**src/rtl/mcell_pkg.sv**
```systemverilog
package mcell_pkg;

    localparam int MC_HALF_N = 4;
    localparam int MC_IN_N   = 2 * MC_HALF_N;
    localparam int MC_HSEL_W = $clog2(MC_HALF_N);
    localparam int MC_SEL_W  = MC_HSEL_W + 1;
    localparam int MC_SIZE_W = $clog2(MC_SEL_W + 1);

    typedef enum logic [1:0] {
        MC_MUX8     = 2'd0,
        MC_DUAL     = 2'd1,
        MC_LUT_FULL = 2'd2,
        MC_LUT_HALF = 2'd3
    } mc_mode_e;

    typedef struct packed {
        logic [MC_HSEL_W-1:0] sel_lo;
        logic [MC_HSEL_W-1:0] sel_hi;
        logic                 top_sel;
        logic                 tie_const;
    } mc_route_t;

    // keep address bits below min(size, cap)
    function automatic logic [MC_SEL_W-1:0] mc_addr_mask(
        input logic [MC_SIZE_W-1:0] size,
        input int                   cap
    );
        logic [MC_SEL_W-1:0] m;
        int lim;
        lim = (int'(size) > cap) ? cap : int'(size);
        for (int i = 0; i < MC_SEL_W; i++) begin
            m[i] = (i < lim);
        end
        return m;
    endfunction

endpackage

```
**src/rtl/mcell_invert.sv**
```systemverilog
module mcell_invert #(
    parameter int N = 8
) (
    input  logic [N-1:0] din_i,
    input  logic [N-1:0] inv_i,
    input  logic         tie_i,
    output logic [N-1:0] v_o
);
    for (genvar k = 0; k < N; k++) begin : g_line
        logic src;
        assign src    = tie_i ? 1'b1 : din_i[k];
        assign v_o[k] = src ^ inv_i[k];
    end
endmodule

```
**src/rtl/mcell_mux4.sv**
```systemverilog
module mcell_mux4 #(
    parameter int N  = 4,
    localparam int SW = $clog2(N)
) (
    input  logic [N-1:0]  d_i,
    input  logic [SW-1:0] sel_i,
    output logic          y_o
);
    assign y_o = d_i[sel_i];
endmodule

```
**src/rtl/mcell_route.sv**
```systemverilog
module mcell_route
    import mcell_pkg::*;
(
    input  mc_mode_e                mode_i,
    input  logic [MC_HSEL_W-1:0]    sel_a_i,
    input  logic [MC_HSEL_W-1:0]    sel_b_i,
    input  logic                    tbs_i,
    input  logic [MC_SIZE_W-1:0]    size_i,
    input  logic [MC_SEL_W-1:0]     addr_i,
    output mc_route_t               route_o
);
    logic [MC_SEL_W-1:0] eff_full, eff_half;

    assign eff_full = addr_i & mc_addr_mask(size_i, MC_SEL_W);
    assign eff_half = addr_i & mc_addr_mask(size_i, MC_HSEL_W);

    always_comb begin
        route_o = '0;
        unique case (mode_i)
            MC_MUX8: begin
                route_o.sel_lo  = sel_a_i;
                route_o.sel_hi  = sel_a_i;
                route_o.top_sel = tbs_i;
            end
            MC_DUAL: begin
                route_o.sel_lo  = sel_a_i;
                route_o.sel_hi  = sel_b_i;
                route_o.top_sel = 1'b1;
            end
            MC_LUT_FULL: begin
                route_o.sel_lo    = eff_full[MC_HSEL_W-1:0];
                route_o.sel_hi    = eff_full[MC_HSEL_W-1:0];
                route_o.top_sel   = eff_full[MC_SEL_W-1];
                route_o.tie_const = 1'b1;
            end
            default: begin
                route_o.sel_lo    = eff_half[MC_HSEL_W-1:0];
                route_o.sel_hi    = eff_half[MC_HSEL_W-1:0];
                route_o.top_sel   = 1'b0;
                route_o.tie_const = 1'b1;
            end
        endcase
    end

    // a one-bit table never reaches past entry 1
    always_comb begin
        if ((mode_i == MC_LUT_FULL || mode_i == MC_LUT_HALF) && size_i == 1) begin
            p_narrow_table_r5: assert (route_o.top_sel == 1'b0 && route_o.sel_lo <= 1)
                else $error("p_narrow_table_r5");
        end
    end
endmodule

```
**src/rtl/mcell_core.sv**
```systemverilog
module mcell_core
    import mcell_pkg::*;
(
    input  logic [1:0] cfg_mode_i,
    input  logic [7:0] cfg_inv_i,
    input  logic [1:0] cfg_lut_size_i,
    input  logic [7:0] din_i,
    input  logic [1:0] sel_a_i,
    input  logic [1:0] sel_b_i,
    input  logic       tbs_i,
    input  logic [2:0] lut_addr_i,
    output logic       y_o,
    output logic       y_lo_o,
    output logic       y_hi_o
);
    mc_mode_e                         mode;
    mc_route_t                        route;
    logic [MC_IN_N-1:0]               lines;
    logic [1:0][MC_HSEL_W-1:0]        hsel;
    logic [1:0]                       half_y;

    assign mode = mc_mode_e'(cfg_mode_i);

    mcell_route u_route (
        .mode_i  (mode),
        .sel_a_i (sel_a_i),
        .sel_b_i (sel_b_i),
        .tbs_i   (tbs_i),
        .size_i  (cfg_lut_size_i),
        .addr_i  (lut_addr_i),
        .route_o (route)
    );

    mcell_invert #(.N(MC_IN_N)) u_inv (
        .din_i (din_i),
        .inv_i (cfg_inv_i),
        .tie_i (route.tie_const),
        .v_o   (lines)
    );

    assign hsel[0] = route.sel_lo;
    assign hsel[1] = route.sel_hi;

    for (genvar h = 0; h < 2; h++) begin : g_half
        mcell_mux4 #(.N(MC_HALF_N)) u_mux (
            .d_i   (lines[h*MC_HALF_N +: MC_HALF_N]),
            .sel_i (hsel[h]),
            .y_o   (half_y[h])
        );
    end

    assign y_lo_o = half_y[0];
    assign y_hi_o = half_y[1];
    assign y_o    = route.top_sel ? half_y[1] : half_y[0];

    always_comb begin
        logic [2:0] k;
        k = {tbs_i, sel_a_i};
        if (mode == MC_MUX8) begin
            p_full_mux_path_r1: assert (y_o == (din_i[k] ^ cfg_inv_i[k]))
                else $error("p_full_mux_path_r1");
        end
        if (mode == MC_DUAL) begin
            p_dual_top_high_r3: assert (y_o == y_hi_o)
                else $error("p_dual_top_high_r3");
        end
        if (mode == MC_LUT_FULL && cfg_lut_size_i == 2'd3) begin
            p_table_entry_r4: assert (y_o == ~cfg_inv_i[lut_addr_i])
                else $error("p_table_entry_r4");
        end
        if (mode == MC_LUT_HALF) begin
            p_half_table_low_r6: assert (y_o == y_lo_o)
                else $error("p_half_table_low_r6");
        end
    end
endmodule

```
**config.mk**
```make
export PLATFORM = sky130hd
export DESIGN_NAME = mcell_core
export DESIGN_NICKNAME = d
export VERILOG_FILES = /design/src/rtl/mcell_pkg.sv /design/src/rtl/mcell_invert.sv /design/src/rtl/mcell_mux4.sv /design/src/rtl/mcell_route.sv /design/src/rtl/mcell_core.sv
export SDC_FILE = /design/constraint.sdc
export NUM_CORES = 1
export LEC_CHECK = 0
export BUFFER_PORTS_ARGS = -buffer_cell sky130_fd_sc_hd__buf_2
export CAP_MARGIN = 25
export CELL_PAD_IN_SITES_DETAIL_PLACEMENT = 0
export CELL_PAD_IN_SITES_GLOBAL_PLACEMENT = 1
export CORE_AREA = 2 2 40 42
export DETAILED_ROUTE_END_ITERATION = 6
export DIE_AREA = 0 0 42 44
export PLACE_DENSITY_LB_ADDON = 0.1
export SLEW_MARGIN = 20
export SYNTH_ARGS = -nofsm -noshare
export SYNTH_HDL_FRONTEND = slang
export SYNTH_SLANG_ARGS = --single-unit
```
**constraint.sdc**
```tcl
create_clock -name vclk -period 1.96
set_clock_uncertainty 0.1 [all_clocks]
set_input_delay 0.392 -clock vclk [all_inputs]
set_output_delay 0.392 -clock vclk [all_outputs]
set_load 0.01 [all_outputs]
```
# Yosys cells after proc, flatten, opt, wreduce, memory -nomap -nowiden
# Index checks and enable logic that the tools add are counted.
[op_classes]
n_lt_le_gt_ge = 8
n_eq_ne = 2
muxes = 15
n_bitwise = 10
n_reduce_logical = 2
[op_table]
columns = ["op", "count"]
rows = [
  ["$lt 1x32->1 const A", 1],
  ["$lt 2x32->1 const A", 1],
  ["$pmux 5 s3", 1],
  ["$mux 1", 11],
  ["$xor 1x1->1", 8],
  ["$lt 2x3->1 const B", 2],
  ["$bmux 1 s2", 2],
  ["$lt 1x2->1 const A", 2],
  ["$and 3x3->3", 1],
  ["$and 2x2->2", 1],
  ["$eq 2x1->1 const B", 1],
  ["$eq 2x2->1 const B", 1],
  ["$gt 2x2->1 const B", 1],
  ["$logic_not 2->1", 1],
  ["$lt 2x2->1 const A", 1],
  ["$mux 2", 1],
  ["$reduce_or 2->1", 1],
]
[totals]
regBits = 0
word_cells = 37

# Logic depth before layout (Yosys ltp)
[logic_depth]
ltp_word = 8
mapped_depth = 7
mapped_depth_nobuf = 5

# Hierarchy
# Synthesis repeated with hierarchy kept, for this count alone.
[unflattened]
hier_cells = 35
area_unflattened_um2 = 284.0
[by_module_without_submodules]
columns = ["module", "n_inst", "cells_per_inst", "area_each_um2", "seq_area_each_um2"]
rows = [
  ["mcell_invert", 1, 17, 136.4, 0.0],
  ["mcell_route", 1, 15, 87.6, 0.0],
  ["mcell_mux4", 2, 1, 22.5, 0.0],
  ["mcell_core", 1, 1, 15.0, 0.0],
]

# Worst setup path after synthesis
# No wires, ideal clock.
[synth_path]
kind = "input-to-output"
startpoint = "input port cfg_mode_i[1]"
endpoint = "output port y_o"
t_arrival_ps = 1459
setup_slack_ps = 9
path_stages = 6
path_buffers = 2
cell_sequence = "buf_6 buf_8 o21ai_0 nand2_1 a32oi_1 mux2_2"
[synth_via]
elab_chain_len = 7
word_cells_on_any_way = 26
[synth_rtl]
columns = ["item", "line_no", "source"]
rows = [
  ["start, declared", "mcell_core.sv:4", "input logic [1:0] cfg_mode_i,"],
  ["$eq 2x1->1 or $logic_not 2->1 (tied branches)", "mcell_route.sv:19", "unique case (mode_i)"],
  ["$reduce_or 2->1 (no line)", "n/a", ""],
  ["$mux 1", "mcell_invert.sv:11", "assign src = tie_i ? 1'b1 : din_i[k];"],
  ["$xor 1x1->1", "mcell_invert.sv:12", "assign v_o[k] = src ^ inv_i[k];"],
  ["$bmux 1 s2 (*)", "mcell_mux4.sv:9", "assign y_o = d_i[sel_i];"],
  ["$mux 1 (implied by the code) (*)", "mcell_mux4.sv:9", ""],
  ["net y_hi_o", "mcell_core.sv:14", "output logic y_hi_o"],
  ["$mux 1 (*)", "mcell_core.sv:54", "assign y_o = route.top_sel ? half_y[1] : half_y[0];"],
  ["end, declared", "mcell_core.sv:12", "output logic y_o,"],
]
# Mark *: on every way through the listed nets, which the timed path passes. The rest lies on a longest branch. The select of a mux whose other input is x is not followed.

# Final worst setup path
[layout_path]
startpoint = "input port cfg_lut_size_i[1]"
endpoint = "output port y_o"
[layout_via]
elab_chain_len = 8
word_cells_on_any_way = 15
[layout_rtl]
columns = ["item", "line_no", "source"]
rows = [
  ["start, declared", "mcell_core.sv:6", "input logic [1:0] cfg_lut_size_i,"],
  ["$gt 2x2->1", "mcell_pkg.sv:30", "lim = (int'(size) > cap) ? cap : int'(size);"],
  ["$mux 2", "mcell_pkg.sv:30", ""],
  ["$lt 1x32->1 or $lt 2x32->1 (tied branches)", "mcell_pkg.sv:32", "m[i] = (i < lim);"],
  ["$and 2x2->2", "mcell_route.sv:15", "assign eff_half = addr_i & mc_addr_mask(size_i, MC_HSEL_W);"],
  ["$pmux 5 s3 (*)", "mcell_route.sv:19", ""],
  ["$bmux 1 s2", "mcell_mux4.sv:9", ""],
  ["$mux 1 (implied by the code)", "mcell_mux4.sv:9", ""],
  ["$mux 1 (*)", "mcell_core.sv:54", ""],
]
# Mark *: on every way between the ends. The rest lies on a longest branch, timed or not. The select of a mux whose other input is x is not followed.

==> impl_metrics.xml <==
<?xml version="1.0" encoding="UTF-8"?>
<metrics>
  <group name="global_route">
    <metric name="grt_antenna_before_repair" unit="">0</metric>
    <metric name="grt_pass1_wl" unit="um">1550</metric>
    <metric name="grt_usage" unit="">0.101</metric>
    <metric name="grt_max_degree" unit="">7</metric>
    <metric name="grt_total_ovfl" unit="">0</metric>
    <metric name="grt_pass1_vias" unit="">378</metric>
  </group>
  <group name="cells_and_area">
    <metric name="clockBufferCount" unit="">0</metric>
    <metric name="layout_common_cells" unit="">buf_2 (26), xnor2_1 (8), buf_4 (7)</metric>
    <metric name="finalNetCount" unit="">108</metric>
    <metric name="final-seq-area" unit="sq um">0</metric>
    <metric name="antenna-diode-count" unit="">0</metric>
    <metric name="layout-drive-gt1-share" unit="">0.590</metric>
    <metric name="flow.area_growth_from_synthesis" unit="%">94.8</metric>
    <metric name="layout_commonest_cell" unit="">buf_2</metric>
    <metric name="fin_util" unit="">0.395</metric>
    <metric name="flops_and_latches" unit="">0</metric>
  </group>
  <group name="placement">
    <metric name="io_buffer_count" unit="">31</metric>
    <metric name="dp_hpwl" unit="um">784</metric>
    <metric name="placement.setup.worst_slack" unit="ns">-0.136</metric>
    <metric name="final_estimated_routing_congestion_in_global_placement" unit="">0.628</metric>
  </group>
  <group name="pwr">
    <metric name="max-vdd-ir-drop" unit="uV">112</metric>
    <metric name="power_leakage" unit="nW">0.273</metric>
    <metric name="power_dens_cells" unit="mW/mm^2">275</metric>
  </group>
  <group name="setup_path">
    <metric name="worst_ep_arrival" unit="ns">1.52</metric>
    <metric name="startpoint_type" unit="">input port</metric>
    <metric name="crit_path_cell_trace" unit="">buf_6, o211ai_1, buf_4, o21a_1, nand2_1, a32oi_2, mux2_4, buf_6</metric>
    <metric name="cp_common_cell" unit="">buf_6</metric>
    <metric name="critical_path.n_buffers_inverters" unit="">3</metric>
    <metric name="nature_of_the_critical_path_endpoint" unit="">output pin</metric>
    <metric name="cpLargestDelayFamily" unit="">compound AO/OA/AOI/OAI gates</metric>
    <metric name="crit_type" unit="">in -&gt; out</metric>
    <metric name="critical_path_peak_fanout" unit="">3</metric>
    <metric name="cp_slowest_stage_delay" unit="ns">0.24</metric>
    <metric name="cp.required" unit="ns">1.47</metric>
    <metric name="cpMaxStageDelayCell" unit="">a32oi_2</metric>
  </group>
  <group name="routing">
    <metric name="routed_wire_length_per_instance" unit="um">9.34</metric>
    <metric name="antenna_violating_nets_post_route" unit="">0</metric>
    <metric name="vias" unit="">407</metric>
    <metric name="detailed_route_wire_length" unit="um">878</metric>
    <metric name="routed_via_density" unit="">4.33</metric>
    <metric name="route.detailed.drc" unit="">0</metric>
    <metric name="drt-pass1-iter-count" unit="">1</metric>
    <metric name="drt-initial-drc-count" unit="">0</metric>
  </group>
  <group name="timing">
    <metric name="maxSlewViolCount" unit="">0</metric>
    <metric name="worst-slew-pin-transition" unit="ns">0.210</metric>
    <metric name="grt_setup_unrepaired" unit="">yes</metric>
    <metric name="hold-worst-slack" unit="ns">1.16</metric>
    <metric name="layout_min_cycle_time" unit="ns">2.01</metric>
    <metric name="fin_tns_setup" unit="ns">-0.0663</metric>
    <metric name="post-route-period-util" unit="">1.03</metric>
    <metric name="relSlewSlack" unit="">0.859</metric>
    <metric name="final-setup-viol-count" unit="">2</metric>
    <metric name="fmax" unit="MHz">497</metric>
    <metric name="hold_viol" unit="">0</metric>
    <metric name="layout_setup_ws" unit="ns">-0.0539</metric>
  </group>
  <group name="floorplanning">
    <metric name="coreArea" unit="sq mm">0.00142</metric>
    <metric name="i_o_pin_total" unit="">31</metric>
    <metric name="fp-row-count" unit="">14</metric>
    <metric name="dieArea" unit="sq mm">0.00185</metric>
    <metric name="dieWidth" unit="um">42</metric>
    <metric name="floorplan.initialDensity" unit="">0.203</metric>
    <metric name="die_y" unit="um">44</metric>
  </group>
  <group name="synthesis">
    <metric name="synth.largest_area_cell" unit="">xnor2_1</metric>
    <metric name="synthesized_area_divided_by_synthesized_cell_count" unit="sq um">7.02</metric>
    <metric name="yosys.area.top_type_share" unit="">0.243</metric>
    <metric name="mappedNetlistArea" unit="sq um">288</metric>
    <metric name="synth_area_leaders" unit="">xnor2_1 (24%), mux2i_1 (17%), nor2_1 (7.8%)</metric>
    <metric name="synth.net_count" unit="">69</metric>
    <metric name="ys.warnings.count" unit="">0</metric>
    <metric name="postSynthCellCount" unit="">41</metric>
    <metric name="netlist-cell-type-count" unit="">18</metric>
    <metric name="seq_area_frac_synth" unit="">0</metric>
  </group>
  <group name="cts">
    <metric name="cts_hold_buf" unit="">0</metric>
  </group>
  <group name="min_path">
    <metric name="timing.hold.worst.class" unit="">in -&gt; out</metric>
  </group>
  <group name="flow_run">
    <metric name="max_capacitance_violation_count" unit="">0</metric>
  </group>
  <group name="outcome">
    <metric name="run_status" unit="">finished with violations</metric>
    <metric name="violated_checks" unit="">negative setup slack</metric>
  </group>
</metrics>
final timing paths:
path | from | end | depth (start not counted)
worst min-delay path | sel_a_i[1] | y_lo_o | 5
worst max-delay path | cfg_lut_size_i[1] | y_o | 8
synthesized netlist by cell type:
library cell  n
a21oi_1       2
a32oi_1       1
buf_6         1
buf_8         1
inv_1         2
mux2_2        1
mux2i_1       5
nand2_1       3
nand3_1       1
nand4b_1      1
nor2_1        6
nor2_2        2
nor3_1        1
o211ai_1      1
o21a_1        1
o21ai_0       3
o21ai_2       1
xnor2_1       8
kinds of logic (layout without fill, tap and decap cells):
logic type	after synthesis	count (layout)	synth area share
AO/OA/AOI/OAI	9	9	0.200
XOR/XNOR	8	8	0.243
buffers and inverters	4	41	0.117
multiplexers	6	6	0.213
AND/OR/NAND/NOR	14	14	0.226
stage by stage:
stage	instance area [sq um]	total power, mW	std cells
after floorplan	288	0.0681	41
after global placement	489	0.128	93
after detailed placement	489	0.127	93
after CTS	561	0.156	94
after global routing	561	0.170	94
final	561	0.154	94
area by class of cell:
cell class / count / area [sq um]
Fill cell: 177 / 858
Inverter: 2 / 7.51
Multi-Input combinational cell: 37 / 283
Tap cell: 16 / 20.0
Timing Repair Buffer: 39 / 250
what timing repair did:
action | 4_1_cts | 5_1_grt
resized for setup | 16 | 0
gates cloned | 0 | 0
buffers inserted | 1 | 0
endpoints found under the setup margin | 2 | 2
pin swaps | 5 | 1
where the power goes:
group / switching [mW] / total, mW / leakage, nW / internal [mW]
clock: 0 / 0 / 0 / 0
sequential: 0 / 0 / 0 / 0
combinational: 0.0621 / 0.154 / 0.273 / 0.0923
worst min-delay path, cell delays in order:
cell	delay [ns]
buf_2	0.10
inv_1	0.04
o21ai_1	0.06
mux2i_1	0.13
buf_2	0.14
layer usage:
layer	share of wire	track usage
met5	0	0
met4	0	0
met1	0.43	0.131
met2	0.50	0.191
met3	0.069	0.0125
Note: power is estimated with default switching activity, not from simulation.
